File: config.mk
export PLATFORM = sky130hd
export DESIGN_NAME = ctrl_word_loader
export DESIGN_NICKNAME = d
export VERILOG_FILES = /design/src/rtl/cwl_pkg.sv /design/src/rtl/cwl_edge_sync.sv /design/src/rtl/cwl_assembler.sv /design/src/rtl/cwl_commit.sv /design/src/rtl/ctrl_word_loader.sv
export SDC_FILE = /design/constraint.sdc
export NUM_CORES = 1
export LEC_CHECK = 0
export ABC_CLOCK_PERIOD_IN_PS = 2150
export CAP_MARGIN = 20
export CORE_AREA = 2 2 123 125
export DETAILED_ROUTE_END_ITERATION = 10
export DIE_AREA = 0 0 125 127
export GPL_ROUTABILITY_DRIVEN = 0
export GPL_TIMING_DRIVEN = 0
export PLACE_DENSITY = 0.58
export SYNTH_ARGS = -nofsm -noshare
export SYNTH_HDL_FRONTEND = slang
export SYNTH_HIERARCHICAL = 1
export SYNTH_SLANG_ARGS = --single-unit
File: constraint.sdc
create_clock -name clk -period 2.15 [get_ports clk]
set_input_delay 0.3225 -clock clk [delete_from_list [all_inputs] [get_ports clk]]
set_output_delay 0.3225 -clock clk [all_outputs]
set_load 0.02 [all_outputs]
File: src/rtl/cwl_pkg.sv
package cwl_pkg;

    localparam int FREQ_W    = 32;
    localparam int PHASE_W   = 5;
    localparam int CTL_W     = 2;
    localparam int BUS_W     = 8;
    localparam int WORD_W    = FREQ_W + PHASE_W + 1 + CTL_W;
    localparam int NUM_BYTES = WORD_W / BUS_W;
    localparam int PTR_W     = $clog2(NUM_BYTES + 1);
    localparam int CNT_W     = $clog2(WORD_W + 1);

    // Layout equals the bit-shift order (bit 0 first in) and, read as
    // bytes from the top, the byte-slot order.
    typedef struct packed {
        logic [PHASE_W-1:0] phase;
        logic               pdown;
        logic [CTL_W-1:0]   ctl;
        logic [FREQ_W-1:0]  freq;
    } ctrl_word_t;

    function automatic logic code_reserved(ctrl_word_t w);
        return w.ctl != '0;
    endfunction

endpackage

File: src/rtl/cwl_edge_sync.sv
module cwl_edge_sync #(
    parameter int STAGES = 2
) (
    input  logic clk,
    input  logic rst,
    input  logic async_in,
    output logic rise_o
);
    localparam int DEPTH = STAGES + 1;

    logic [DEPTH-1:0] chain;

    always_ff @(posedge clk) begin
        if (rst) begin
            chain <= '0;
        end else begin
            chain[0] <= async_in;
            for (int i = 1; i < DEPTH; i++) begin
                chain[i] <= chain[i-1];
            end
        end
    end

    assign rise_o = chain[STAGES-1] & ~chain[STAGES];

    // A single edge never yields two consecutive events.
    assert_single_event_R11: assert property (@(posedge clk) disable iff (rst)
        rise_o |=> !rise_o);

endmodule

File: src/rtl/cwl_assembler.sv
module cwl_assembler
    import cwl_pkg::*;
(
    input  logic             clk,
    input  logic             rst,
    input  logic             serial_mode,
    input  logic             wr_pulse,
    input  logic             upd_pulse,
    input  logic [BUS_W-1:0] data_in,
    output ctrl_word_t       stage_o,
    output logic             shift_done_o
);
    logic [WORD_W-1:0] stage_q;
    logic [PTR_W-1:0]  ptr_q;
    logic [CNT_W-1:0]  cnt_q;

    always_ff @(posedge clk) begin
        if (rst) begin
            stage_q <= '0;
            ptr_q   <= '0;
            cnt_q   <= '0;
        end else if (upd_pulse) begin
            ptr_q <= '0;
            cnt_q <= '0;
        end else if (wr_pulse) begin
            if (serial_mode) begin
                stage_q <= {data_in[BUS_W-1], stage_q[WORD_W-1:1]};
                if (cnt_q != CNT_W'(WORD_W)) begin
                    cnt_q <= cnt_q + 1'b1;
                end
            end else if (ptr_q != PTR_W'(NUM_BYTES)) begin
                for (int b = 0; b < NUM_BYTES; b++) begin
                    if (ptr_q == PTR_W'(b)) begin
                        stage_q[WORD_W-1-b*BUS_W -: BUS_W] <= data_in;
                    end
                end
                ptr_q <= ptr_q + 1'b1;
            end
        end
    end

    assign stage_o      = ctrl_word_t'(stage_q);
    assign shift_done_o = (cnt_q == CNT_W'(WORD_W));

    assert_ptr_range_R4: assert property (@(posedge clk) disable iff (rst)
        ptr_q <= PTR_W'(NUM_BYTES));

    assert_saturated_R4: assert property (@(posedge clk) disable iff (rst)
        (wr_pulse && !upd_pulse && !serial_mode && ptr_q == PTR_W'(NUM_BYTES))
        |=> $stable(stage_q) && ptr_q == PTR_W'(NUM_BYTES));

    assert_advance_R4: assert property (@(posedge clk) disable iff (rst)
        (wr_pulse && !upd_pulse && !serial_mode && ptr_q < PTR_W'(NUM_BYTES))
        |=> ptr_q == $past(ptr_q) + 1'b1);

    assert_rewind_R5: assert property (@(posedge clk) disable iff (rst)
        upd_pulse |=> ptr_q == '0 && cnt_q == '0);

endmodule

File: src/rtl/cwl_commit.sv
module cwl_commit
    import cwl_pkg::*;
(
    input  logic       clk,
    input  logic       rst,
    input  logic       serial_mode,
    input  logic       upd_pulse,
    input  ctrl_word_t stage_i,
    input  logic       shift_done_i,
    output ctrl_word_t active_o,
    output logic       err_o
);
    ctrl_word_t act_q;
    logic       err_q;
    logic       refuse;

    assign refuse = code_reserved(stage_i) || (serial_mode && !shift_done_i);

    always_ff @(posedge clk) begin
        if (rst) begin
            act_q <= '0;
            err_q <= 1'b0;
        end else if (upd_pulse) begin
            err_q <= refuse;
            if (!refuse) begin
                act_q <= stage_i;
            end
        end
    end

    assign active_o = act_q;
    assign err_o    = err_q;

    assert_quiet_R10: assert property (@(posedge clk) disable iff (rst)
        !upd_pulse |=> $stable(act_q) && $stable(err_q));

    assert_reserved_R9: assert property (@(posedge clk) disable iff (rst)
        (upd_pulse && stage_i.ctl != '0) |=> err_q && $stable(act_q));

    assert_short_shift_R8: assert property (@(posedge clk) disable iff (rst)
        (upd_pulse && serial_mode && !shift_done_i) |=> err_q && $stable(act_q));

    assert_commit_R5: assert property (@(posedge clk) disable iff (rst)
        (upd_pulse && !serial_mode && stage_i.ctl == '0)
        |=> act_q == $past(stage_i) && !err_q);

endmodule

File: src/rtl/ctrl_word_loader.sv
module ctrl_word_loader
    import cwl_pkg::*;
#(
    parameter int SYNC_STAGES = 2
) (
    input  logic               clk,
    input  logic               rst,
    input  logic               serial_mode,
    input  logic               wr_clk,
    input  logic               upd_strobe,
    input  logic [BUS_W-1:0]   data_in,
    output logic [FREQ_W-1:0]  freq_word,
    output logic [PHASE_W-1:0] phase_word,
    output logic               power_down,
    output logic               code_error
);
    logic       wr_pulse;
    logic       upd_pulse;
    ctrl_word_t stage;
    logic       shift_done;
    ctrl_word_t active;

    cwl_edge_sync #(.STAGES(SYNC_STAGES)) u_wr_sync (
        .clk      (clk),
        .rst      (rst),
        .async_in (wr_clk),
        .rise_o   (wr_pulse)
    );

    cwl_edge_sync #(.STAGES(SYNC_STAGES)) u_upd_sync (
        .clk      (clk),
        .rst      (rst),
        .async_in (upd_strobe),
        .rise_o   (upd_pulse)
    );

    cwl_assembler u_asm (
        .clk          (clk),
        .rst          (rst),
        .serial_mode  (serial_mode),
        .wr_pulse     (wr_pulse),
        .upd_pulse    (upd_pulse),
        .data_in      (data_in),
        .stage_o      (stage),
        .shift_done_o (shift_done)
    );

    cwl_commit u_commit (
        .clk          (clk),
        .rst          (rst),
        .serial_mode  (serial_mode),
        .upd_pulse    (upd_pulse),
        .stage_i      (stage),
        .shift_done_i (shift_done),
        .active_o     (active),
        .err_o        (code_error)
    );

    assign freq_word  = active.freq;
    assign phase_word = active.phase;
    assign power_down = active.pdown;

    assert_reset_R1: assert property (@(posedge clk)
        rst |=> freq_word == '0 && phase_word == '0 && !power_down && !code_error);

endmodule

# Word-level counts from Yosys, hierarchy flattened
# Cells that the tools add are included.
# op_classes
addsub	2
n_eq_ne	7
muxes	7
bitwise	7
n_reduce_logical	20
# ops
cell	count
$mux W40	2
$mux W8	5
$reduce_and A4 Y1	5
$reduce_bool A2 Y1	7
$add A6 B1 Y6 const B	1
$eq A3 B2 Y1 const B	2
$eq A6 B6 Y1 const B	1
$ne A6 B6 Y1 const B	1
$reduce_and A3 Y1	2
$not A1 Y1	5
$add A3 B1 Y3 const B	1
$eq A3 B1 Y1 const B	1
$eq A3 B3 Y1 const B	1
$logic_not A3 Y1	1
$ne A3 B3 Y1 const B	1
$and A1 B1 Y1	2
$reduce_and A2 Y1	1
$reduce_or A2 Y1	1
$logic_and A1 B1 Y1	1
$logic_not A1 Y1	1
$logic_or A1 B1 Y1	1
# word_totals
register_bits	94
in_bits	13
out_inout_bits	39
elab_cells	56

# Logic depth before layout (Yosys ltp)
# Gate-level depths: netlist (run 1).
# depth
ltp_word	6
ltp_mapped	8
mapped_depth_nobuf	7

# By module
# Netlist (run 1), hierarchy kept.
# by_module_without_submodules
module	n_inst	cells_per_inst	area_each_um2
cwl_assembler	1	248	2297.2
cwl_commit	1	173	1813.0
cwl_edge_sync	2	7	87.6

# Least setup slack after synthesis (run 1)
# No wires, ideal clock.
# synth_timing
path_type	flip-flop to flip-flop
startpoint	register u_asm.cnt_q[0]
endpoint	register u_commit.act_q, in the netlist u_commit/active_o[0]
t_arrival_ps	1852
required_time_ps	2078
path_slack_ps	227
stages_incl_launch_ff	9
n_path_buf	1
cell_sequence	dfxtp_1 inv_1 ha_1 nand2_1 nor4_1 nor2b_4 nor4b_4 buf_6 mux2i_1
# synth_between
elab_chain_cells	6
# synth_lines
item	line_no	rtl
from (decl)	cwl_assembler.sv:15	logic [CNT_W-1:0] cnt_q;
from (signal assigned)	cwl_assembler.sv:29	cnt_q <= cnt_q + 1'b1;
$eq A6 B6 Y1	cwl_assembler.sv:43	assign shift_done_o = (cnt_q == CNT_W'(WORD_W));
named net shift_done	ctrl_word_loader.sv:20	logic shift_done;
$logic_not A1 Y1	cwl_commit.sv:17	assign refuse = code_reserved(stage_i) || (serial_mode && !shift_done_i);
$logic_and A1 B1 Y1	cwl_commit.sv:17	
$logic_or A1 B1 Y1	cwl_commit.sv:17	
$not A1 Y1 (no source line)	--	
$reduce_and A2 Y1 (no source line)	--	
to (signal assigned)	cwl_commit.sv:26	act_q <= stage_i;
to (decl)	cwl_commit.sv:13	ctrl_word_t act_q;
# The timed path passes the listed nets, and every way through them passes these cells.
# A chain may end at the register's enable or synchronous reset.

# Worst setup path after layout (run 1)
# layout_timing
startpoint	register u_asm.cnt_q[0]
endpoint	register u_commit.act_q, in the netlist u_commit/active_o[4]
# The elaborated chain is that of the path after synthesis.

==> results of run 1 <==
==> layer usage <==
metal  track usage  up-vias  wire [µm]
met2         0.202       60       4420
li1              -     1593          -
met1         0.172     1492       4780
met4        0.0438        0        177
met5             0        -          0
met3        0.0364       14        453
==> report_power, final <==
group,switching (mW),internal [mW]
Sequential,0.0294,1.78
Clock,0.656,0.769
Combinational,0.171,0.133
Total,0.856,2.68
==> cell type report <==
cell class / count / area [µm²]
buffer: 28 / 180
clock buffer: 10 / 229
clock inverter: 4 / 26.3
fill: 1475 / 9170
inverter: 7 / 26.3
multi-input combinational: 302 / 2150
sequential: 94 / 1880
tap: 184 / 230
timing repair buffer: 53 / 528
==> flip-flops by register name (all words and copies together), names as in the netlist <==
signal,flops
u_commit/err_o,1
u_upd_sync/chain,3
u_asm/stage_o,40
u_commit/active_o,38
u_wr_sync/chain,3
u_asm/ptr_q,3
u_asm/cnt_q,6
==> worst max-delay path by stage <==
stage	start	endpoint	slack, ps	depth (start not counted)
final	u_asm/cnt_q[0]	u_commit/active_o[4]	70	9
after global routing	u_asm/cnt_q[0]	u_commit/active_o[3]	-30	9
after CTS	u_asm/cnt_q[0]	u_commit/active_o[4]	0.07	9
after detailed placement	rst	u_commit/active_o[18]	-290	5
after global placement	rst	u_commit/active_o[15]	-220	5
after floorplan	u_asm/cnt_q[0]	u_commit/active_o[0]	230	8
==> cell usage in the layout (no fill, tap or decap), types with 11 or more instances in the layout <==
master / n
clkbuf_1: 14
mux2i_1: 41
clkdlybuf4s50_1: 50
dfxtp_1: 94
nor2_1: 47
a211oi_2: 11
nor2b_1: 14
nand2b_1: 79
a21oi_1: 40
a211oi_1: 29
==> worst max-delay path, delay by kind of cell, from the launching register on <==
kind / cells / cell delay [ps]
and+or+nand+nor: 4 / 870
muxes: 1 / 220
DFF: 1 / 320
adders and majority gates: 1 / 150
buffers and inverters: 3 / 450
==> what timing repair did <==
item / CTS / global route
endpoints found under the setup margin: 38 / 38
gates resized for setup: 0 / 2
pin swaps: 1 / 0
buffers inserted: 2 / 0
==> metrics, run 1 <==
Max Cap Violations 0; Setup WS post-layout 71.9 ps; post-layout util 0.364; IR drop worst, VDD 0.362 mV; r2r startpoint u_asm/cnt_q[0]; Synth Net Count 451; Worst Hold Launch u_wr_sync/chain[0]; Crit Reg-Reg Endpoint u_commit/active_o[4]; Die X 125 µm; largest net degree at the start of global routing 19; Peak Freq 481 MHz; CP Cell Sequence inv_1 > ha_1 > nand2_1 > nor4_2 > nor2b_4 > nor4b_4 > buf_4 > buf_6 > mux2i_1; CTS buffer count 9; R2R cell count 9; Yosys warning count 6; first-pass GRT wire length 16400 µm; DR pass1 iterations 5; hold_ws 443 ps; CTS tree built; worst hold path class flop to flop; CP endpoint kind flop; gr ovfl total 0; Worst EP required 2420 ps; total power 3.54 mW; worst slew pin tran 850 ps; Max Transition Viols Final 0; routed vias/inst 4.63; Pleak 1.67 nW; via count 3159; clk_lat worst skew 350 ps; placed insts 666; crit path kind flop to flop; DP Wirelength 7160 µm; Area after DPL 4970 µm²; I/O pin total 52; Slowest-stage cell, CP nor4_2; setup violators final 0; relative slew slack 0.433; die area 15900 µm²; hold-critical path endpoint u_wr_sync/chain[1]; Hold Crit Depth 1; Total GRT Usage 0.129; # hold bufs at CTS 0; layout cell share with drive strength beyond 1 0.120; clock skew 8.07 ps; initial DRC count 151; CTS root buffer clkbuf_16; vias in the first global route 3181; initial antenna violation count 0; Detailed Route WL 9830 µm; Core Box Area 14400 µm²; clk slew on worst S/H paths 60 ps; P per Cell Area 674 nW/µm²; port bufs 51; CP Launch Type flop; setup TNS 0 ps; Final period util 0.967; Clock Path Buffers 2; Cell Count, Final, Fillers Out 682; CTS sink count 94; Reg2Reg Setup Slack 70 ps; die height 127 µm; Worst Path Arrival 2340 ps; CTS H-tree lvls 3; Critical Path Fanout Max 10; syn_area_per_cell 9.82 µm²; min Tclk post-route 2080 ps; Avg WL per Cell 14.4 µm; Detail Route Antenna Nets 0; fin area 5250 µm²; # diodes 0; Final nets 515; Initial Util 0.293; DRC 0; pre-CTS WS -290 ps; Hold Violations, Final 0; outcome completed; CP max stage delay 370 ps; layout overhead on the synthesized area 24.1%; Rows 44; Post-Synthesis Cells 431; mapped cell area 4230 µm²
(Power assumes the default switching activity.)
==> run 2, diff against run 1 <==
--- a/config.mk
+++ b/config.mk
@@ -8,6 +8,7 @@
 export ABC_CLOCK_PERIOD_IN_PS = 2150
 export CAP_MARGIN = 20
 export CORE_AREA = 2 2 123 125
+export CTS_BUF_LIST = sky130_fd_sc_hd__clkbuf_2 sky130_fd_sc_hd__clkbuf_4 sky130_fd_sc_hd__clkbuf_8
 export DETAILED_ROUTE_END_ITERATION = 10
 export DIE_AREA = 0 0 125 127
 export GPL_ROUTABILITY_DRIVEN = 0
==> run 2 against run 1 <==
Register-to-register slack improved by 100 ps. Final cell count is the same. Sequential cell count stayed put. First-iteration DRC count up 27%. Routed wire length is 0.80% higher. Non-clock buffer count unchanged. Clock skew rose by 3.8 ps. Sequential power is essentially flat. Design area shrank 1.7%. Utilization decreased by 0.62 points. Clock-buffer cell count did not move. Maximum frequency increased by 5.1%. Highest routed layer unchanged.
==> metrics, run 2 (synthesis results as in run 1) <==
Initial Util 0.293 (unchanged); gr ovfl total 0 (unchanged); CP endpoint kind flop; largest net degree at the start of global routing 19 (unchanged); crit path kind flop to flop; commonest non-fill, non-tap cell in the layout dfxtp_1; Die X 125 µm (unchanged); die area 15900 µm² (unchanged); worst slew pin tran 854 ps (+4.60 ps); # diodes 0 (unchanged); total power 3.15 mW (-11%); Hold Violations, Final 0 (unchanged); CTS sink count 94 (unchanged); vias in the first global route 3186 (+0.16%); Critical Path Fanout Max 10 (unchanged); initial DRC count 192 (+27%); first-pass GRT wire length 16500 µm (+0.55%); Worst Path Arrival 2280 ps (-60 ps); Final period util 0.919 (-0.0473); Max Transition Viols Final 0 (unchanged); routed vias/inst 4.61 (-0.44%); Filler cells 1487 (+0.81%); Detailed Route WL 9910 µm (+0.80%); Max Cap Violations 0 (unchanged); worst hold path class flop to flop; die height 127 µm (unchanged); via count 3145 (-0.44%); I/O pin total 52 (unchanged); outcome completed; initial antenna violation count 0 (unchanged); commonest non-fill, non-tap cells in the layout dfxtp_1 (94), nand2b_1 (79), clkdlybuf4s50_1 (50); Core Box Area 14400 µm² (unchanged); Clock Path Buffers 2 (unchanged); Total GRT Usage 0.131 (+0.00152); Worst EP required 2450 ps (+30 ps); layout overhead on the synthesized area 22.0%; Final nets 515 (unchanged); clk slew on worst S/H paths 90 ps (+30 ps); relative slew slack 0.429 (-0.00307); CTS root buffer clkbuf_8; CTS H-tree lvls 3 (unchanged); DR pass1 iterations 4 (-1); port bufs 51 (unchanged); Rows 44 (unchanged); Detail Route Antenna Nets 0 (unchanged); P per Cell Area 610 nW/µm² (-9.5%); fin area 5160 µm² (-1.7%); Avg WL per Cell 14.5 µm (+0.80%); Peak Freq 506 MHz (+5.1%); layout cell share with drive strength beyond 1 0.122 (+0.00201); Pleak 1.63 nW (-2.6%); CTS tree built; unrepaired setup endpoints after global routing no; clk_lat worst skew 390 ps (+40 ps); CP Launch Type flop; max FFs per register 40 (unchanged); setup violators final 0 (unchanged); DRC 0 (unchanged); Area after DPL 4970 µm² (unchanged); min Tclk post-route 1980 ps (-102 ps); DP Wirelength 7160 µm (unchanged); clock skew 11.9 ps (+3.81 ps); IR drop worst, VDD 0.231 mV (-36%); CTS buffer count 9 (unchanged)
==> run 2: per-stage QoR <==
stage	std cells	setup WS (ps)	TNS, ps	util	hold slack, ps
final	682	174	0	0.358	447
after detailed placement	666	-290	-8630	0.345	429
after global routing	682	39.2	0	0.358	464
after global placement	666	-218	-6140	0.345	420
after CTS	682	139	0	0.357	450
after floorplan	431	227	0	-	394
==> run 2: report_power, final <==
| part | switching, mW | internal [mW] | total (mW) | leakage, nW |
|---|---|---|---|---|
| Sequential | 0.0296 | 1.78 | 1.81 | 0.761 |
| Combinational | 0.170 | 0.133 | 0.304 | 0.789 |
| Clock | 0.619 | 0.418 | 1.04 | 0.0814 |
| Total | 0.819 | 2.33 | 3.15 | 1.63 |
==> run 2: layout make-up <==
type,count,area [µm²],area share
Clock inverter,4,26.3,0.00509
Timing Repair Buffer,53,528,0.102
Multi-Input combinational cell,302,2160,0.418
Sequential cell,94,1880,0.365
Inverter,7,26.3,0.00509
Buffer,28,180,0.0349
Clock buffer,10,131,0.0255
Tap cell,184,230,0.0446
==> run 2: worst max-delay path, stage by stage, from the launching register on <==
cell,delay [ps]
dfxtp_1,330
inv_1,90
ha_1,140
nand2_1,140
nor4_4,260
nor2b_4,90
nor4b_4,280
buf_4,190
buf_6,170
mux2i_1,220
==> run 2: path summary, 6_finish.rpt <==
kind,start,endpoint,slack (ps),cells past startpoint
max,u_asm/cnt_q[0],u_commit/active_o[4],170,9
min,u_wr_sync/chain[0],u_wr_sync/chain[1],450,1
max reg2reg,u_asm/cnt_q[0],u_commit/active_o[4],170,9
min reg2reg,u_wr_sync/chain[0],u_wr_sync/chain[1],450,1
==> run 2: per-layer routing <==
metal  GRT usage  vias to the layer above  share of wire
met5           0                        -              0
met4      0.0575                        0          0.022
met3      0.0314                       17          0.043
met2       0.205                       59           0.45
met1       0.172                     1481           0.49
li1            -                     1588              -
==> run 2: timing repair <==
| action | 4_1_cts | 5_1_grt |
|---|---|---|
| pin swaps | 1 | 0 |
| endpoints found under the hold margin | 0 | 0 |
| setup endpoints to repair | 38 | 6 |
| resized for setup | 1 | 2 |
| hold buffers | 0 | 0 |
| buffers inserted | 2 | 0 |
==> run 3, diff against run 2 <==
--- a/config.mk
+++ b/config.mk
@@ -18,3 +18,4 @@
 export SYNTH_HDL_FRONTEND = slang
 export SYNTH_HIERARCHICAL = 1
 export SYNTH_SLANG_ARGS = --single-unit
+export TNS_END_PERCENT = 1
==> results of run 3 <==
No change in the layout: final DEF, timing and power equal those of run 2.
